--- config.mk ---
export PLATFORM = sky130hd
export DESIGN_NAME = mem_pattern_tester
export DESIGN_NICKNAME = d
export VERILOG_FILES = /design/src/rtl/mem_pattern_pkg.sv /design/src/rtl/mem_pattern_ctrl.sv /design/src/rtl/mem_pattern_dp.sv /design/src/rtl/mem_pattern_tester.sv
export SDC_FILE = /design/constraint.sdc
export NUM_CORES = 1
export LEC_CHECK = 0
export CORE_UTILIZATION = 40
export DETAILED_ROUTE_END_ITERATION = 12
export PLACE_DENSITY = 0.81
export SLEW_MARGIN = 30
export SYNTH_ARGS = -nofsm -noshare
export SYNTH_HDL_FRONTEND = slang
export SYNTH_HIERARCHICAL = 1
export SYNTH_SLANG_ARGS = --single-unit
--- constraint.sdc ---
create_clock -name clk -period 2.7 [get_ports clk]
set_input_delay 0.27 -clock clk [delete_from_list [all_inputs] [get_ports clk]]
set_output_delay 0.27 -clock clk [all_outputs]
set_load 0.1 [all_outputs]
--- src/rtl/mem_pattern_pkg.sv ---
package mem_pattern_pkg;

  // Strobes from the sequencer to the datapath
  typedef struct packed {
    logic clrAll;   // reset the address, the sweep count and the result
    logic wrStb;    // issue a write at the current address
    logic rdStb;    // issue a read at the current address
    logic setErr;   // latch the compared address as the failure
  } dpCtrl_t;

  // Status from the datapath back to the sequencer
  typedef struct packed {
    logic addrLast;   // current address is the top of the region
    logic passLast;   // current sweep is the final one
    logic cmpMiss;    // the word compared this cycle differs
  } dpStat_t;

endpackage

--- src/rtl/mem_pattern_ctrl.sv ---
module mem_pattern_ctrl
  import mem_pattern_pkg::*;
(
  input  logic    clk,
  input  logic    rstN,
  input  logic    start,
  input  dpStat_t stat,
  output dpCtrl_t ctl,
  output logic    done
);

  typedef enum logic [2:0] {
    ST_IDLE,
    ST_WRITE,
    ST_READ,
    ST_FLUSH,
    ST_FIN
  } seqState_t;

  seqState_t state, stateNext;

  always_ff @(posedge clk) begin
    if (!rstN) state <= ST_IDLE;
    else       state <= stateNext;
  end

  always_comb begin
    stateNext = state;
    ctl       = '0;
    done      = 1'b0;
    unique case (state)
      ST_IDLE: begin
        if (start) begin
          ctl.clrAll = 1'b1;
          stateNext  = ST_WRITE;
        end
      end
      ST_WRITE: begin
        ctl.wrStb = 1'b1;
        if (stat.addrLast) stateNext = ST_READ;
      end
      ST_READ: begin
        if (stat.cmpMiss) begin
          ctl.setErr = 1'b1;
          stateNext  = ST_FIN;
        end else begin
          ctl.rdStb = 1'b1;
          if (stat.addrLast && stat.passLast) stateNext = ST_FLUSH;
        end
      end
      ST_FLUSH: begin
        // The final read is compared in this cycle
        ctl.setErr = stat.cmpMiss;
        stateNext  = ST_FIN;
      end
      ST_FIN: begin
        done = 1'b1;
        if (start) begin
          ctl.clrAll = 1'b1;
          stateNext  = ST_WRITE;
        end
      end
      default: stateNext = ST_IDLE;
    endcase
  end

  AST_NO_ISSUE_DONE: assert property (@(posedge clk) disable iff (!rstN)
    done |-> !(ctl.wrStb || ctl.rdStb));

  AST_DONE_HOLD: assert property (@(posedge clk) disable iff (!rstN)
    (done && !start) |=> done);

  AST_BUSY_IGNORES_START: assert property (@(posedge clk) disable iff (!rstN)
    (ctl.wrStb || ctl.rdStb) |-> !ctl.clrAll);

endmodule

--- src/rtl/mem_pattern_dp.sv ---
module mem_pattern_dp
  import mem_pattern_pkg::*;
#(
  parameter int ADDR_W = 10,
  parameter int DATA_W = 32,
  parameter int PASSES = 2
) (
  input  logic              clk,
  input  logic              rstN,
  input  dpCtrl_t           ctl,
  output dpStat_t           stat,
  output logic              wrEn,
  output logic [ADDR_W-1:0] wrAddr,
  output logic [DATA_W-1:0] wrData,
  output logic              rdEn,
  output logic [ADDR_W-1:0] rdAddr,
  input  logic [DATA_W-1:0] rdData,
  output logic              err,
  output logic [ADDR_W-1:0] failIndex
);

  localparam int SEL_W  = 2;                       // four words per group
  localparam int IDX_W  = ADDR_W - SEL_W;          // group counter width
  localparam int HALF_W = DATA_W / 2;
  localparam int PASS_W = (PASSES > 1) ? $clog2(PASSES) : 1;
  localparam logic [ADDR_W-1:0] ADDR_LAST = '1;
  localparam logic [PASS_W-1:0] PASS_LAST = PASS_W'(PASSES - 1);

  function automatic logic [DATA_W-1:0] patWord(input logic [ADDR_W-1:0] a);
    logic [IDX_W-1:0] grp;
    logic [SEL_W-1:0] slot;
    logic             lo, hi;
    grp  = a[ADDR_W-1:SEL_W];
    slot = a[SEL_W-1:0];
    lo   = grp[{slot, 1'b0}];
    hi   = grp[{slot, 1'b1}];
    return {{HALF_W{hi}}, {HALF_W{lo}}};
  endfunction

  logic [ADDR_W-1:0] addr;
  logic [PASS_W-1:0] passCnt;
  logic              cmpValid;
  logic [ADDR_W-1:0] cmpAddr;
  logic              cmpMiss;

  // Issue address and sweep counter
  always_ff @(posedge clk) begin
    if (!rstN || ctl.clrAll) begin
      addr    <= '0;
      passCnt <= '0;
    end else if (ctl.wrStb || ctl.rdStb) begin
      addr <= addr + 1'b1;
      if (ctl.rdStb && addr == ADDR_LAST && passCnt != PASS_LAST)
        passCnt <= passCnt + 1'b1;
    end
  end

  // One-cycle compare pipeline aligned with the memory read latency
  always_ff @(posedge clk) begin
    if (!rstN || ctl.clrAll) begin
      cmpValid <= 1'b0;
      cmpAddr  <= '0;
    end else begin
      cmpValid <= ctl.rdStb;
      cmpAddr  <= addr;
    end
  end

  assign cmpMiss = cmpValid && (rdData != patWord(cmpAddr));

  // Result registers
  always_ff @(posedge clk) begin
    if (!rstN || ctl.clrAll) begin
      err       <= 1'b0;
      failIndex <= '0;
    end else if (ctl.setErr && !err) begin
      err       <= 1'b1;
      failIndex <= cmpAddr;
    end
  end

  assign stat.addrLast = (addr == ADDR_LAST);
  assign stat.passLast = (passCnt == PASS_LAST);
  assign stat.cmpMiss  = cmpMiss;

  assign wrEn   = ctl.wrStb;
  assign wrAddr = addr;
  assign wrData = patWord(addr);
  assign rdEn   = ctl.rdStb;
  assign rdAddr = addr;

  AST_ADDR_STEP: assert property (@(posedge clk) disable iff (!rstN)
    ((ctl.wrStb || ctl.rdStb) && $past(ctl.wrStb || ctl.rdStb))
      |-> addr == $past(addr) + 1'b1);

  AST_INDEX_ZERO: assert property (@(posedge clk) disable iff (!rstN)
    !err |-> failIndex == '0);

  AST_ERR_STICKY: assert property (@(posedge clk) disable iff (!rstN)
    (err && !ctl.clrAll) |=> (err && $stable(failIndex)));

endmodule

--- src/rtl/mem_pattern_tester.sv ---
module mem_pattern_tester
  import mem_pattern_pkg::*;
#(
  parameter int ADDR_W = 10,
  parameter int DATA_W = 32,
  parameter int PASSES = 2
) (
  input  logic              clk,
  input  logic              rstN,
  input  logic              start,
  output logic              wrEn,
  output logic [ADDR_W-1:0] wrAddr,
  output logic [DATA_W-1:0] wrData,
  output logic              rdEn,
  output logic [ADDR_W-1:0] rdAddr,
  input  logic [DATA_W-1:0] rdData,
  output logic              done,
  output logic              err,
  output logic [ADDR_W-1:0] failIndex
);

  dpCtrl_t ctl;
  dpStat_t stat;

  mem_pattern_ctrl u_ctrl (
    .clk   (clk),
    .rstN  (rstN),
    .start (start),
    .stat  (stat),
    .ctl   (ctl),
    .done  (done)
  );

  mem_pattern_dp #(
    .ADDR_W (ADDR_W),
    .DATA_W (DATA_W),
    .PASSES (PASSES)
  ) u_dp (
    .clk       (clk),
    .rstN      (rstN),
    .ctl       (ctl),
    .stat      (stat),
    .wrEn      (wrEn),
    .wrAddr    (wrAddr),
    .wrData    (wrData),
    .rdEn      (rdEn),
    .rdAddr    (rdAddr),
    .rdData    (rdData),
    .err       (err),
    .failIndex (failIndex)
  );

  AST_WR_RD_EXCL: assert property (@(posedge clk) disable iff (!rstN)
    !(wrEn && rdEn));

  AST_ERR_ENDS_TEST: assert property (@(posedge clk) disable iff (!rstN)
    $rose(err) |-> done);

endmodule

==> results of run 1 <==
-- kinds of logic (layout without fill, tap and decap cells) --
kind of cell	count (synthesis)	count (layout)	share of synthesized area (%)
and+or+nand+nor	94	94	25.4
buffers and inverters	54	117	19.5
muxes	6	6	6.08
DFF	36	36	37.3
adders and majority gates	1	1	0.647
xor gates and xnor gates	7	7	3.17
AOI/OAI and AO/OA	27	27	7.96
-- power by group --
part | leakage [uW] | total (uW) | switching (uW) | internal, uW
registers | 0.000291 | 542 | 7.74 | 534
logic | 0.000725 | 123 | 63.2 | 60.3
clock network | 0.0000479 | 371 | 192 | 179
-- registers in the layout, summed over array words and instances (netlist names) --
| register | cells |
|---|---|
| u_ctrl/state | 3 |
| u_dp/passCnt | 1 |
| u_dp/cmpAddr | 10 |
| u_dp/rdAddr | 10 |
| u_dp/cmpValid | 1 |
| u_dp/err | 1 |
| u_dp/failIndex | 10 |
-- cell type report --
class / instances / area (sq um)
multi-input combinational: 135 / 843
fill: 427 / 1890
timing repair buffer: 105 / 886
inverter: 4 / 15.0
clock buffer: 5 / 68.8
clock inverter: 3 / 18.8
sequential: 36 / 722
tap: 52 / 65.1
-- cells in the mapped netlist --
master and number:
a21boi_1 1, nand2_1 24, clkbuf_2 1, and2_1 10, o21ai_0 5, or4_1 2
buf_6 1, dfxtp_1 36, xor2_1 2, nand3_1 4, nor2_1 16, o211ai_2 1
nor4_1 8, nor2b_1 3, and3b_1 1, inv_1 4, nor3b_2 1, a211oi_1 1
nand2b_2 1, or3_1 2, nand2b_1 2, o32ai_1 1, xnor2_1 5, a21oi_1 17
nor3b_1 2, mux4_1 2, nand4_1 11, mux2i_1 2, o21a_1 1, ha_1 1
buf_4 44, nor3_1 7, mux4_2 2, clkbuf_1 4
-- per-layer routing --
metal / share of wire, % / up-vias
li1: - / 863
met1: 39 / 773
met2: 51 / 72
met3: 7.0 / 13
met4: 2.9 / 0
met5: 0 / -
-- worst max-delay path, stage by stage --
cell and delay, ns:
clkdlybuf4s50_1 0.48, nand4_1 0.09, or4_1 0.54, mux2i_1 0.15, a21boi_1 0.11, nor3_2 0.18, buf_4 0.15, buf_4 0.13
buf_12 0.17
-- through the flow --
stage / util, % / hold slack, ns / total power [uW] / cells / cell area, sq um
after floorplan: - / 0.388 / 610 / 225 / 1930
after global placement: 56.0 / 0.441 / 675 / 332 / 2520
after detailed placement: 56.0 / 0.446 / 677 / 332 / 2520
after CTS: 58.0 / 0.457 / 1050 / 340 / 2610
after global routing: 58.1 / 0.474 / 1080 / 340 / 2620
final: 58.1 / 0.455 / 1040 / 340 / 2620
-- final timing paths --
path              depth (start not counted)                             end                            from
hold / removal                            2  u_dp/failIndex[1]$_SDFFE_PP0P_  u_dp/failIndex[1]$_SDFFE_PP0P_
hold reg to reg                           2  u_dp/failIndex[1]$_SDFFE_PP0P_  u_dp/failIndex[1]$_SDFFE_PP0P_
setup / recovery                          9                            rdEn                      rdData[31]
setup reg to reg                          9  u_dp/failIndex[8]$_SDFFE_PP0P_      u_dp/cmpAddr[0]$_SDFF_PP0_
-- repair_timing --
action | in CTS | in global routing
endpoints found under the setup margin | 0 | 11
gates resized for setup | 0 | 2
hold buffers | 0 | 0
==> qor.csv, run 1 <==
metric;value;unit
outcome;complete, no violations;
syn_area_per_cell;8.59;sq um
number of pins with negative max-slew slack in the final report;0;
Synth Warn #;6;
met3 usage;4.08;%
global-route wire length before repair;6930;um
DR vias/cell;5.06;
largest net degree at the start of global routing;24;
Max IR drop VDD;190;uV
I/O pin cnt;101;
top post-synthesis cells by area;dfxtp_1, buf_4, nand2_1;
ANT nets after route;0;
CTS tree;built;
Finish-stage setup viols;0;
worst hold-check path type;reg -> reg;
CP arrival;2.27;ns
gr busiest metal;met2;
Netlist cell types;34;
f_max;394;MHz
drt drc;0;
kind of critical path;in -> out;
register area share after synthesis;37.3;%
R2R Setup Slk;0.29;ns
Post-CTS Setup Bufs;0;
unrepaired setup endpoints after global routing;no;
final hold vios;0;
CTS buffer count;5;
share of the synthesized area in the top cell type;37.3;%
grt ovf;0;
clk sink count;36;
CP Capture Type;primary output;
Slew @ Worst Pin;0.633;ns
row cnt;24;
Required @ worst endpoint;2.43;ns
Synth Net Count;261;
core area;4500;sq um
GP Congestion;0.819;
layout cells sized above 1;30.2;%
Post-Syn Area;1930;sq um
drt total wl;4350;um
DR pass1 iterations;4;
most common cell after layout, fill and taps aside;buf_4;
CTS H-tree depth;2;
wire length per cell;12.8;um
Mapped Cells;225;
Startpoint Class;input port;
CTS root buf;clkbuf_8;
Die X;71.5;um
commonest cells after routing, fill and taps aside;buf_4, dfxtp_1, clkdlybuf4s50_1, nand2_1, a21oi_1;
NumNets Final;323;
DIE AREA;5120;sq um
P per Cell Area;396;nW/um^2
layout overhead on the synthesized area;35.5;%
fin crit period;2.54;ns
vias in the first global route;1646;
Worst Slack Setup Final;0.160;ns
MaxCap Viol Count;0;
input/output buffers;100;
clock buffer depth;2;
accumulated negative setup slack;0;ns
dpl ws;-0.0821;ns
starting DRC count in detailed routing;72;
dominant cell type by area after synthesis;dfxtp_1;
met1 Track Usage GR;18.3;%
Final Cycle Share;94.1;%
effective utilization at floorplan;42.9;%
hpwl dp;3360;um
GRT Total Usage;17.0;%
routed vias;1721;
register clock-pin slew on the reported worst setup and hold paths;0.07;ns
Leakage;0.00106;uW
CP max FO;4;
Slew HR;57.5;%
#FFs+latches synth;36;
initial antenna violation count;0;
met2 GRT Util;30.5;%
clk_skew;0.00422;ns
ANT cells;0;
Die Ht;71.5;um
clk_lat worst skew;0.29;ns
No activity file was read; power rests on OpenSTA's default activity.
==> run 2: changes to the inputs <==
--- a/config.mk
+++ b/config.mk
@@ -5,8 +5,10 @@
 export SDC_FILE = /design/constraint.sdc
 export NUM_CORES = 1
 export LEC_CHECK = 0
+export CORE_ASPECT_RATIO = 0.8
 export CORE_UTILIZATION = 40
 export DETAILED_ROUTE_END_ITERATION = 12
+export GPL_TIMING_DRIVEN = 1
 export PLACE_DENSITY = 0.81
 export SLEW_MARGIN = 30
 export SYNTH_ARGS = -nofsm -noshare
==> qor.csv, run 2 (synthesis gave the netlist of run 1 again) <==
metric;value;unit
DR vias/cell;4.83;
Required @ worst endpoint;2.43;ns
fin crit period;2.56;ns
register clock-pin slew on the reported worst setup and hold paths;0.07;ns
ANT nets after route;0;
Finish-stage setup viols;0;
kind of critical path;in -> out;
f_max;391;MHz
R2R Setup Slk;0.22;ns
Startpoint Class;input port;
clock buffer depth;2;
Power Total;1140;uW
dpl ws;-0.149;ns
clk_lat worst skew;0.29;ns
NumNets Final;323;
routed vias;1682;
wire length per cell;13.0;um
CTS buffer count;5;
commonest cells after routing, fill and taps aside;buf_4, dfxtp_1, clkdlybuf4s50_1, nand2_1, a21oi_1;
P per Cell Area;426;nW/um^2
initial antenna violation count;0;
Die X;79.7;um
cell mode on critical path;buf_4;
Final Cycle Share;94.8;%
DIE AREA;5120;sq um
MaxCap Viol Count;0;
CP arrival;2.29;ns
vias in the first global route;1595;
CTS root buf;clkbuf_8;
Slew HR;54.0;%
most common cell after layout, fill and taps aside;buf_4;
number of pins with negative max-slew slack in the final report;0;
grt ovf;0;
core area;4620;sq um
Worst path slowest cell;or4_1;
final hold vios;0;
layout cells sized above 1;30.9;%
Leakage;0.00107;uW
CTS H-tree depth;2;
worst hold-check path type;reg -> reg;
clk_skew;0.00295;ns
clk sink count;36;
Max IR drop VDD;234;uV
Post-CTS Setup Bufs;0;
layout overhead on the synthesized area;37.7;%
I/O pin cnt;101;
Worst Slack Setup Final;0.141;ns
post-layout util;57.6;%
CTS tree;built;
input/output buffers;100;
effective utilization at floorplan;41.8;%
row cnt;22;
CP max FO;5;
CP Capture Type;primary output;
outcome;complete, no violations;
drt drc;0;
DR pass1 iterations;4;
global-route wire length before repair;7090;um
starting DRC count in detailed routing;42;
Slew @ Worst Pin;0.685;ns
GP Congestion;0.878;
hpwl dp;3480;um
ANT cells;0;
GRT Total Usage;18.0;%
Critical Path Max Stage Delay;0.51;ns
Die Ht;64.2;um
final hold slack;0.448;ns
drt total wl;4530;um
largest net degree at the start of global routing;24;
crit path cell chain;clkdlybuf4s50_1, nand4_1, or4_1, mux2i_1, a21boi_1, nor3_2, buf_4, buf_4, buf_12;
==> run 2: layout make-up <==
cell class | count | area [sq um]
sequential | 36 | 722
inverter | 4 | 15.0
clock inverter | 3 | 42.5
clock buffer | 5 | 68.8
fill | 426 | 1960
timing repair buffer | 105 | 886
tap | 60 | 75.1
multi-input combinational | 135 | 853
==> run 2: where the power goes <==
part	internal [uW]	leakage, uW	switching (uW)	total [uW]
Combinational	60.3	0.000721	63.4	124
Clock	273	0.0000541	196	469
Sequential	534	0.000291	7.83	542
==> run 2: worst paths after layout <==
check	startpoint	to	cells past startpoint
max	rdData[14]	rdEn	9
min	u_dp/cmpAddr[4]$_SDFF_PP0_	u_dp/failIndex[4]$_SDFFE_PP0P_	2
max reg2reg	u_dp/cmpAddr[0]$_SDFF_PP0_	u_dp/failIndex[8]$_SDFFE_PP0P_	9
min reg2reg	u_dp/cmpAddr[4]$_SDFF_PP0_	u_dp/failIndex[4]$_SDFFE_PP0P_	2
==> run 2: stage by stage <==
| step | cells | area (sq um) | TNS, ns |
|---|---|---|---|
| after floorplan | 225 | 1930 | 0 |
| after global placement | 340 | 2530 | -0.197 |
| after detailed placement | 340 | 2530 | -0.575 |
| after CTS | 348 | 2650 | 0 |
| after global routing | 348 | 2660 | -0.00701 |
| final | 348 | 2660 | 0 |
==> run 2: timing repair <==
item / in CTS / in global routing
setup endpoints to repair: 0 / 18
hold buffers: 0 / 0
gates resized for setup: 0 / 4
==> run 2: routing by layer <==
layer / vias up / wire length, um / track usage [%]
met3: 6 / 334 / 5.57
met1: 752 / 1950 / 19.8
met2: 66 / 2180 / 32.1
li1: 858 / - / -
met5: - / 0 / 0
met4: 0 / 59 / 6.59
==> run 2: critical path, delay by kind of cell <==
| family | cells | cell delay [ns] |
|---|---|---|
| buffers and inverters | 4 | 0.95 |
| AND/OR/NAND/NOR | 3 | 0.80 |
| multiplexers | 1 | 0.16 |
| AO/OA/AOI/OAI | 1 | 0.12 |
